**src/rtl/trap_pkg.sv**
```systemverilog
package trap_pkg;
  localparam int unsigned XLEN    = 32;
  localparam int unsigned N_STAGE = 3;
  localparam int unsigned STG_W   = $clog2(N_STAGE);

  // stage index order is behavioural: a fault squashes every stage whose index is not above its own
  localparam int unsigned IDX_FETCH  = 0;
  localparam int unsigned IDX_DECODE = 1;
  localparam int unsigned IDX_EXEC   = 2;

  typedef logic [XLEN-1:0] addr_t;

  typedef enum logic {
    CAUSE_UNDEF = 1'b0,
    CAUSE_OVF   = 1'b1
  } cause_e;

  typedef struct packed {
    logic             take;
    cause_e           cause;
    logic [STG_W-1:0] stage;
    addr_t            pc;
  } trap_sel_t;
endpackage

```
**src/rtl/trap_arbiter.sv**
```systemverilog
module trap_arbiter
  import trap_pkg::*;
(
  input  logic                ex_ovf,
  input  addr_t               ex_pc,
  input  logic                dec_undef,
  input  addr_t               dec_pc,
  output trap_sel_t           sel,
  output logic [N_STAGE-1:0]  squash
);
  // oldest instruction first: execute outranks decode
  always_comb begin
    sel       = '0;
    sel.cause = CAUSE_UNDEF;
    if (ex_ovf) begin
      sel.take  = 1'b1;
      sel.cause = CAUSE_OVF;
      sel.stage = STG_W'(IDX_EXEC);
      sel.pc    = ex_pc;
    end else if (dec_undef) begin
      sel.take  = 1'b1;
      sel.cause = CAUSE_UNDEF;
      sel.stage = STG_W'(IDX_DECODE);
      sel.pc    = dec_pc;
    end
  end

  // every stage from fetch up to the faulting one becomes a bubble
  for (genvar s = 0; s < int'(N_STAGE); s++) begin : g_squash
    assign squash[s] = sel.take && (sel.stage >= STG_W'(s));
  end
endmodule

```
**src/rtl/trap_vector_gen.sv**
```systemverilog
module trap_vector_gen
  import trap_pkg::*;
#(
  parameter addr_t FIXED_HANDLER = 32'h8000_0180,
  parameter addr_t VEC_BASE      = 32'hC000_0000,
  parameter addr_t VEC_STRIDE    = 32'h0000_0020,
  parameter bit    VECTOR_EN     = 1'b1
) (
  input  logic   vec_mode,
  input  cause_e cause,
  output addr_t  target
);
  if (VECTOR_EN) begin : g_vectored
    addr_t per_cause;
    assign per_cause = VEC_BASE + (VEC_STRIDE * addr_t'(cause));
    assign target    = vec_mode ? per_cause : FIXED_HANDLER;
  end else begin : g_fixed_only
    logic unused_sel;
    assign unused_sel = vec_mode ^ cause;
    assign target     = FIXED_HANDLER;
  end
endmodule

```
**src/rtl/trap_state_regs.sv**
```systemverilog
module trap_state_regs
  import trap_pkg::*;
#(
  parameter addr_t PC_STEP = 32'd4
) (
  input  logic   clk,
  input  logic   rst,
  input  logic   take,
  input  cause_e take_cause,
  input  addr_t  take_pc,
  output addr_t  epc_q,
  output cause_e cause_q
);
  always_ff @(posedge clk) begin
    if (rst) begin
      epc_q   <= '0;
      cause_q <= CAUSE_UNDEF;
    end else if (take) begin
      epc_q   <= take_pc + PC_STEP;
      cause_q <= take_cause;
    end
  end
endmodule

```
**src/rtl/precise_trap_unit.sv**
```systemverilog
module precise_trap_unit
  import trap_pkg::*;
#(
  parameter addr_t FIXED_HANDLER = 32'h8000_0180,
  parameter addr_t VEC_BASE      = 32'hC000_0000,
  parameter addr_t VEC_STRIDE    = 32'h0000_0020,
  parameter addr_t PC_STEP       = 32'd4,
  parameter bit    VECTOR_EN     = 1'b1
) (
  input  logic            clk,
  input  logic            rst,
  input  logic            vec_mode,
  input  logic            dec_undef,
  input  logic [XLEN-1:0] dec_pc,
  input  logic            ex_ovf,
  input  logic [XLEN-1:0] ex_pc,
  output logic            kill_fetch,
  output logic            kill_decode,
  output logic            kill_exec,
  output logic            block_wb,
  output logic            trap_taken,
  output logic [XLEN-1:0] handler_pc,
  output logic [XLEN-1:0] saved_pc,
  output logic            trap_cause
);
  trap_sel_t          sel;
  logic [N_STAGE-1:0] squash;
  addr_t              target;
  addr_t              epc_q;
  cause_e             cause_q;

  trap_arbiter u_arb (
    .ex_ovf    (ex_ovf),
    .ex_pc     (ex_pc),
    .dec_undef (dec_undef),
    .dec_pc    (dec_pc),
    .sel       (sel),
    .squash    (squash)
  );

  trap_vector_gen #(
    .FIXED_HANDLER (FIXED_HANDLER),
    .VEC_BASE      (VEC_BASE),
    .VEC_STRIDE    (VEC_STRIDE),
    .VECTOR_EN     (VECTOR_EN)
  ) u_vec (
    .vec_mode (vec_mode),
    .cause    (sel.cause),
    .target   (target)
  );

  trap_state_regs #(
    .PC_STEP (PC_STEP)
  ) u_regs (
    .clk        (clk),
    .rst        (rst),
    .take       (sel.take),
    .take_cause (sel.cause),
    .take_pc    (sel.pc),
    .epc_q      (epc_q),
    .cause_q    (cause_q)
  );

  assign kill_fetch  = squash[IDX_FETCH];
  assign kill_decode = squash[IDX_DECODE];
  assign kill_exec   = squash[IDX_EXEC];
  // only an instruction caught in execute still owns a pending register write
  assign block_wb    = squash[IDX_EXEC];
  assign trap_taken  = sel.take;
  assign handler_pc  = target;
  assign saved_pc    = epc_q;
  assign trap_cause  = cause_q;
endmodule

```
**config.mk**
```make
export PLATFORM = sky130hd
export DESIGN_NAME = precise_trap_unit
export DESIGN_NICKNAME = d
export VERILOG_FILES = /design/src/rtl/trap_pkg.sv /design/src/rtl/trap_arbiter.sv /design/src/rtl/trap_vector_gen.sv /design/src/rtl/trap_state_regs.sv /design/src/rtl/precise_trap_unit.sv
export SDC_FILE = /design/constraint.sdc
export NUM_CORES = 1
export LEC_CHECK = 0
export ABC_CLOCK_PERIOD_IN_PS = 2950
export BUFFER_PORTS_ARGS = -buffer_cell sky130_fd_sc_hd__buf_2
export CAP_MARGIN = 30
export CORE_MARGIN = 2
export CORE_UTILIZATION = 35
export DETAILED_ROUTE_END_ITERATION = 10
export GPL_ROUTABILITY_DRIVEN = 0
export GPL_TIMING_DRIVEN = 0
export PLACE_DENSITY = 0.77
export SYNTH_ARGS = -nofsm -noshare
export SYNTH_HDL_FRONTEND = slang
export SYNTH_SLANG_ARGS = --single-unit
```
**constraint.sdc**
```tcl
create_clock -name clk -period 2.95 [get_ports clk]
set_clock_uncertainty 0.1 [all_clocks]
set_input_delay 0.295 -clock clk [delete_from_list [all_inputs] [get_ports clk]]
set_output_delay 0.295 -clock clk [all_outputs]
set_load 0.02 [all_outputs]
```
==> impl_results.md <==
- Effective utilization at floorplan: 36.0%
- TritonCTS buffer count: 5
- Clock Path Buffers: 2
- Filler Cell Count: 794
- Top FF cell, synth: dfxtp_1
- Worst slack at placement: -667 ps
- Area inside the core boundary: 7730 µm²
- Number of global-route vias before repair: 3043
- Hold Vio Cnt, Final: 0
- Mean number of vias per cell: 5.47
- Area of the die: 8690 µm²
- Global-route wire length before repair: 14400 µm
- Relative slew margins: 56.7%
- Fraction of post-synthesis cell area in the top cell type by area: 23.7%
- Data arrival time at the worst-slack endpoint: 2900 ps
- Combinational group share of total power: 34.6%
- Number of sinks driven by the clock tree: 33
- Overall routing resource usage: 20.7%
- Largest net degree at the start of global routing: 20
- Clock tree from TritonCTS: built
- Horizontal die dimension: 93.2 µm
- Most frequent cell after synthesis: nand2_1
- Synthesized area: 2790 µm²
- Number of logic stages on the critical path including buffering: 12
- Max Fanout on Critical Path: 19
- Number of synthesized register bits: 33
- Tightest Pin Transition: 649 ps
- Vertical die dimension: 93.2 µm
- Site Rows: 32
- Launching instance or port of the critical path: ex_ovf
- Capture point of the critical path: u_regs.epc_q[30]
- F_max: 359 MHz
- Final setup vio count: 0
- Number of iterations in the first detailed-routing pass: 6
- Leakage power: 1.73 nW
- Reg-to-reg critical path endpoint: u_regs.epc_q[10]
- Most frequent CP cell: buf_2
- Part of the total power dissipated in sequential elements: 38.9%
- EDFF count, synth: 0
- Clock-pin slew reported for the worst setup and hold paths after clock tree synthesis: 70 ps
- Area leader, netlist: dfxtp_1
- Post-layout power: 1.26 mW
- Number of cells after detailed placement: 611
- Accumulated negative setup slack: 0 ps
- Internal Pwr Total: 0.812 mW
- CP Capture Type: flop
- Max-slew violation count: 0
- Input/output buffers: 109
- Initial antenna violation count: 0
- CTS root buffer: clkbuf_8
- Category of the critical setup timing path: input pin to flop
- Grt total ovfl: 0
- Peak VDD IR: 0.156 mV
- Final instance count without filler cells: 618
- Number of levels in the clock H-tree: 2
- Tightest Hold Check Type: input pin to flop
- Cell family with the largest share of critical-path delay: simple AND/OR/NAND/NOR gates
- Number of nets with antenna violations after detailed routing: 0
- Number of top-level design ports: 139
- Total of hold buffers inserted after clock tree synthesis: 0
- Number of warning messages in the yosys log: 0
- Total Wirelength: 9480 µm
- Total number of nets in the final design: 585
- Power share of the clock group: 26.5%
- Cell with the largest stage delay on the worst path: or3_1
- DRC violation count after routing: 0
- Switching Fraction: 35.8%
- Most numerous cell types in the synthesized netlist: nand2_1 (57), buf_4 (36), dfxtp_1 (33), nand3_1 (28), a21oi_1 (27)
- Final hold slack: 138 ps
- Power density normalized to cell area: 345 nW/µm²
- Proportion of synthesized flip-flops having asynchronous set or reset: 0%
- Synth-to-Final Area Change: 31.6%
- Routed via count: 3378
- Max incr delay on CP: 420 ps
- Reg2reg setup slack: 1820 ps
- Clock period minus final worst setup slack: 2790 ps
- R2R Path Start: u_regs.epc_q[10]
- Tcrit/Tclk final: 94.5%
- Mean instance size in the synthesized netlist: 7.45 µm²
- Antenna cell count: 0
- Mean routed wirelength per cell: 15.3 µm
- Critical path cell sequence: buf_6 -> buf_2 -> buf_2 -> buf_4 -> nand2_1 -> o21ai_1 -> ha_2 -> and4b_1 -> a2bb2oi_4 -> nand4_4 -> or3_1 -> a211oi_1
- Library cells used by synthesis: 54
- Synth area leaders: dfxtp_1 (24%), buf_4 (9.7%), nand2_1 (7.7%)
- Fraction of layout instances using a drive strength above 1: 33.3%
- Status: finished clean
- Synthesized instance count: 374
- Switching power of the nets: 0.452 mW
- Clock latency reported for the late side of the worst-skew pair: 290 ps
- Bufs and invs on worst path: 4
- Fraction of the yosys area taken by sequential cells: 23.7%
- Detailed Route Iter0 Violations: 466
- Max-cap violations: 0
- Startpoint kind of the worst setup timing path: input pin
- Worst Reg-to-Reg Cells: 4
- Post-detailed-placement half-perimeter wirelength: 7540 µm
- CP Data Required Time: 3060 ps
- Setup slack of the critical path after layout: 161 ps
-- area by class of cell --
class / count / area, µm² / area share (%)
plain buffers: 55 / 375 / 10.2
multi-input cells: 303 / 1840 / 50.2
clock buffers: 6 / 72.6 / 1.98
inverters: 7 / 26.3 / 0.717
clock inverters: 2 / 10.0 / 0.273
repair buffers: 110 / 553 / 15.1
flip-flops and latches: 33 / 661 / 18.0
well taps: 102 / 128 / 3.48
-- kinds of logic after synthesis --
| kind of cell | synth area share [%] |
|---|---|
| other | 0.270 |
| XOR/XNOR | 5.03 |
| multiplexers | 1.48 |
| adder cells (fa/ha/maj) | 0.449 |
| buffers and inverters | 14.2 |
| AND/OR/NAND/NOR | 31.5 |
| AO/OA/AOI/OAI | 23.3 |
| flip-flops | 23.7 |
-- tightest hold or removal path, cell delays in order --
cell and delay [ps]:
buf_2 70, a21oi_1 50, nor2_1 70
-- worst min-delay path by stage --
stage          cells past startpoint         endpoint             from  slack [ps]
6_report                           3  u_regs.epc_q[1]         ex_pc[1]         140
5_1_grt                            3  u_regs.epc_q[0]         ex_pc[0]         180
4_1_cts                            3  u_regs.epc_q[0]         ex_pc[0]         140
3_5_place_dp                       2  u_regs.epc_q[9]  u_regs.epc_q[9]         340
3_3_place_gp                       2  u_regs.epc_q[5]  u_regs.epc_q[5]         340
2_1_floorplan                      2  u_regs.epc_q[0]         ex_pc[0]         340
-- power groups by stage --
stage               Clock [mW]  Combinational (mW)  Sequential [mW]
finish                   0.336               0.437            0.492
global route             0.351               0.470            0.494
detailed placement           0               0.428            0.502
floorplan                    0               0.239            0.540
global placement             0               0.422            0.501
CTS                      0.340               0.428            0.492
-- per-layer routing --
layer  up-vias  global-route usage (%)  share of wire (%)
met5         -                       0                  0
met4         0                    10.3                3.5
met3        31                    4.11                 10
li1       1595                       -                  -
met2       260                    35.1                 49
met1      1492                    25.0                 38
-- metrics by stage --
step / utilization [%] / cell area, µm²
2_1_floorplan: - / 2900
3_3_place_gp: 46.3 / 3580
6_report: 47.4 / 3660
5_1_grt: 47.4 / 3660
4_1_cts: 47.3 / 3660
3_5_place_dp: 46.3 / 3580
-- cell usage in the layout (no fill, tap or decap), types with 6 or more instances in the layout --
master | Yosys | routed
dfxtp_1 | 33 | 33
xnor2_1 | 7 | 7
a21oi_1 | 27 | 27
buf_4 | 36 | 39
nand4b_1 | 15 | 15
buf_2 | 11 | 115
nand4_1 | 6 | 6
conb_1 | 2 | 28
clkbuf_1 | 7 | 7
a22oi_1 | 19 | 19
o21ai_0 | 13 | 12
nand2_1 | 57 | 57
nor3_1 | 11 | 11
xor2_1 | 9 | 9
inv_1 | 7 | 7
nor2_1 | 18 | 18
nand3_1 | 28 | 28
-- sequential cells by signal, summed over array words and instances (netlist names) --
name            count
u_regs.cause_q      1
u_regs.epc_q       32
-- what timing repair did --
action | in CTS | in global routing
gates resized for setup | 0 | 5
setup endpoints to repair | 10 | 11
buffers inserted | 1 | 0
gates cloned | 0 | 0
pin swaps | 0 | 1
endpoints found under the hold margin | 0 | 0
(Power assumes the default switching activity.)
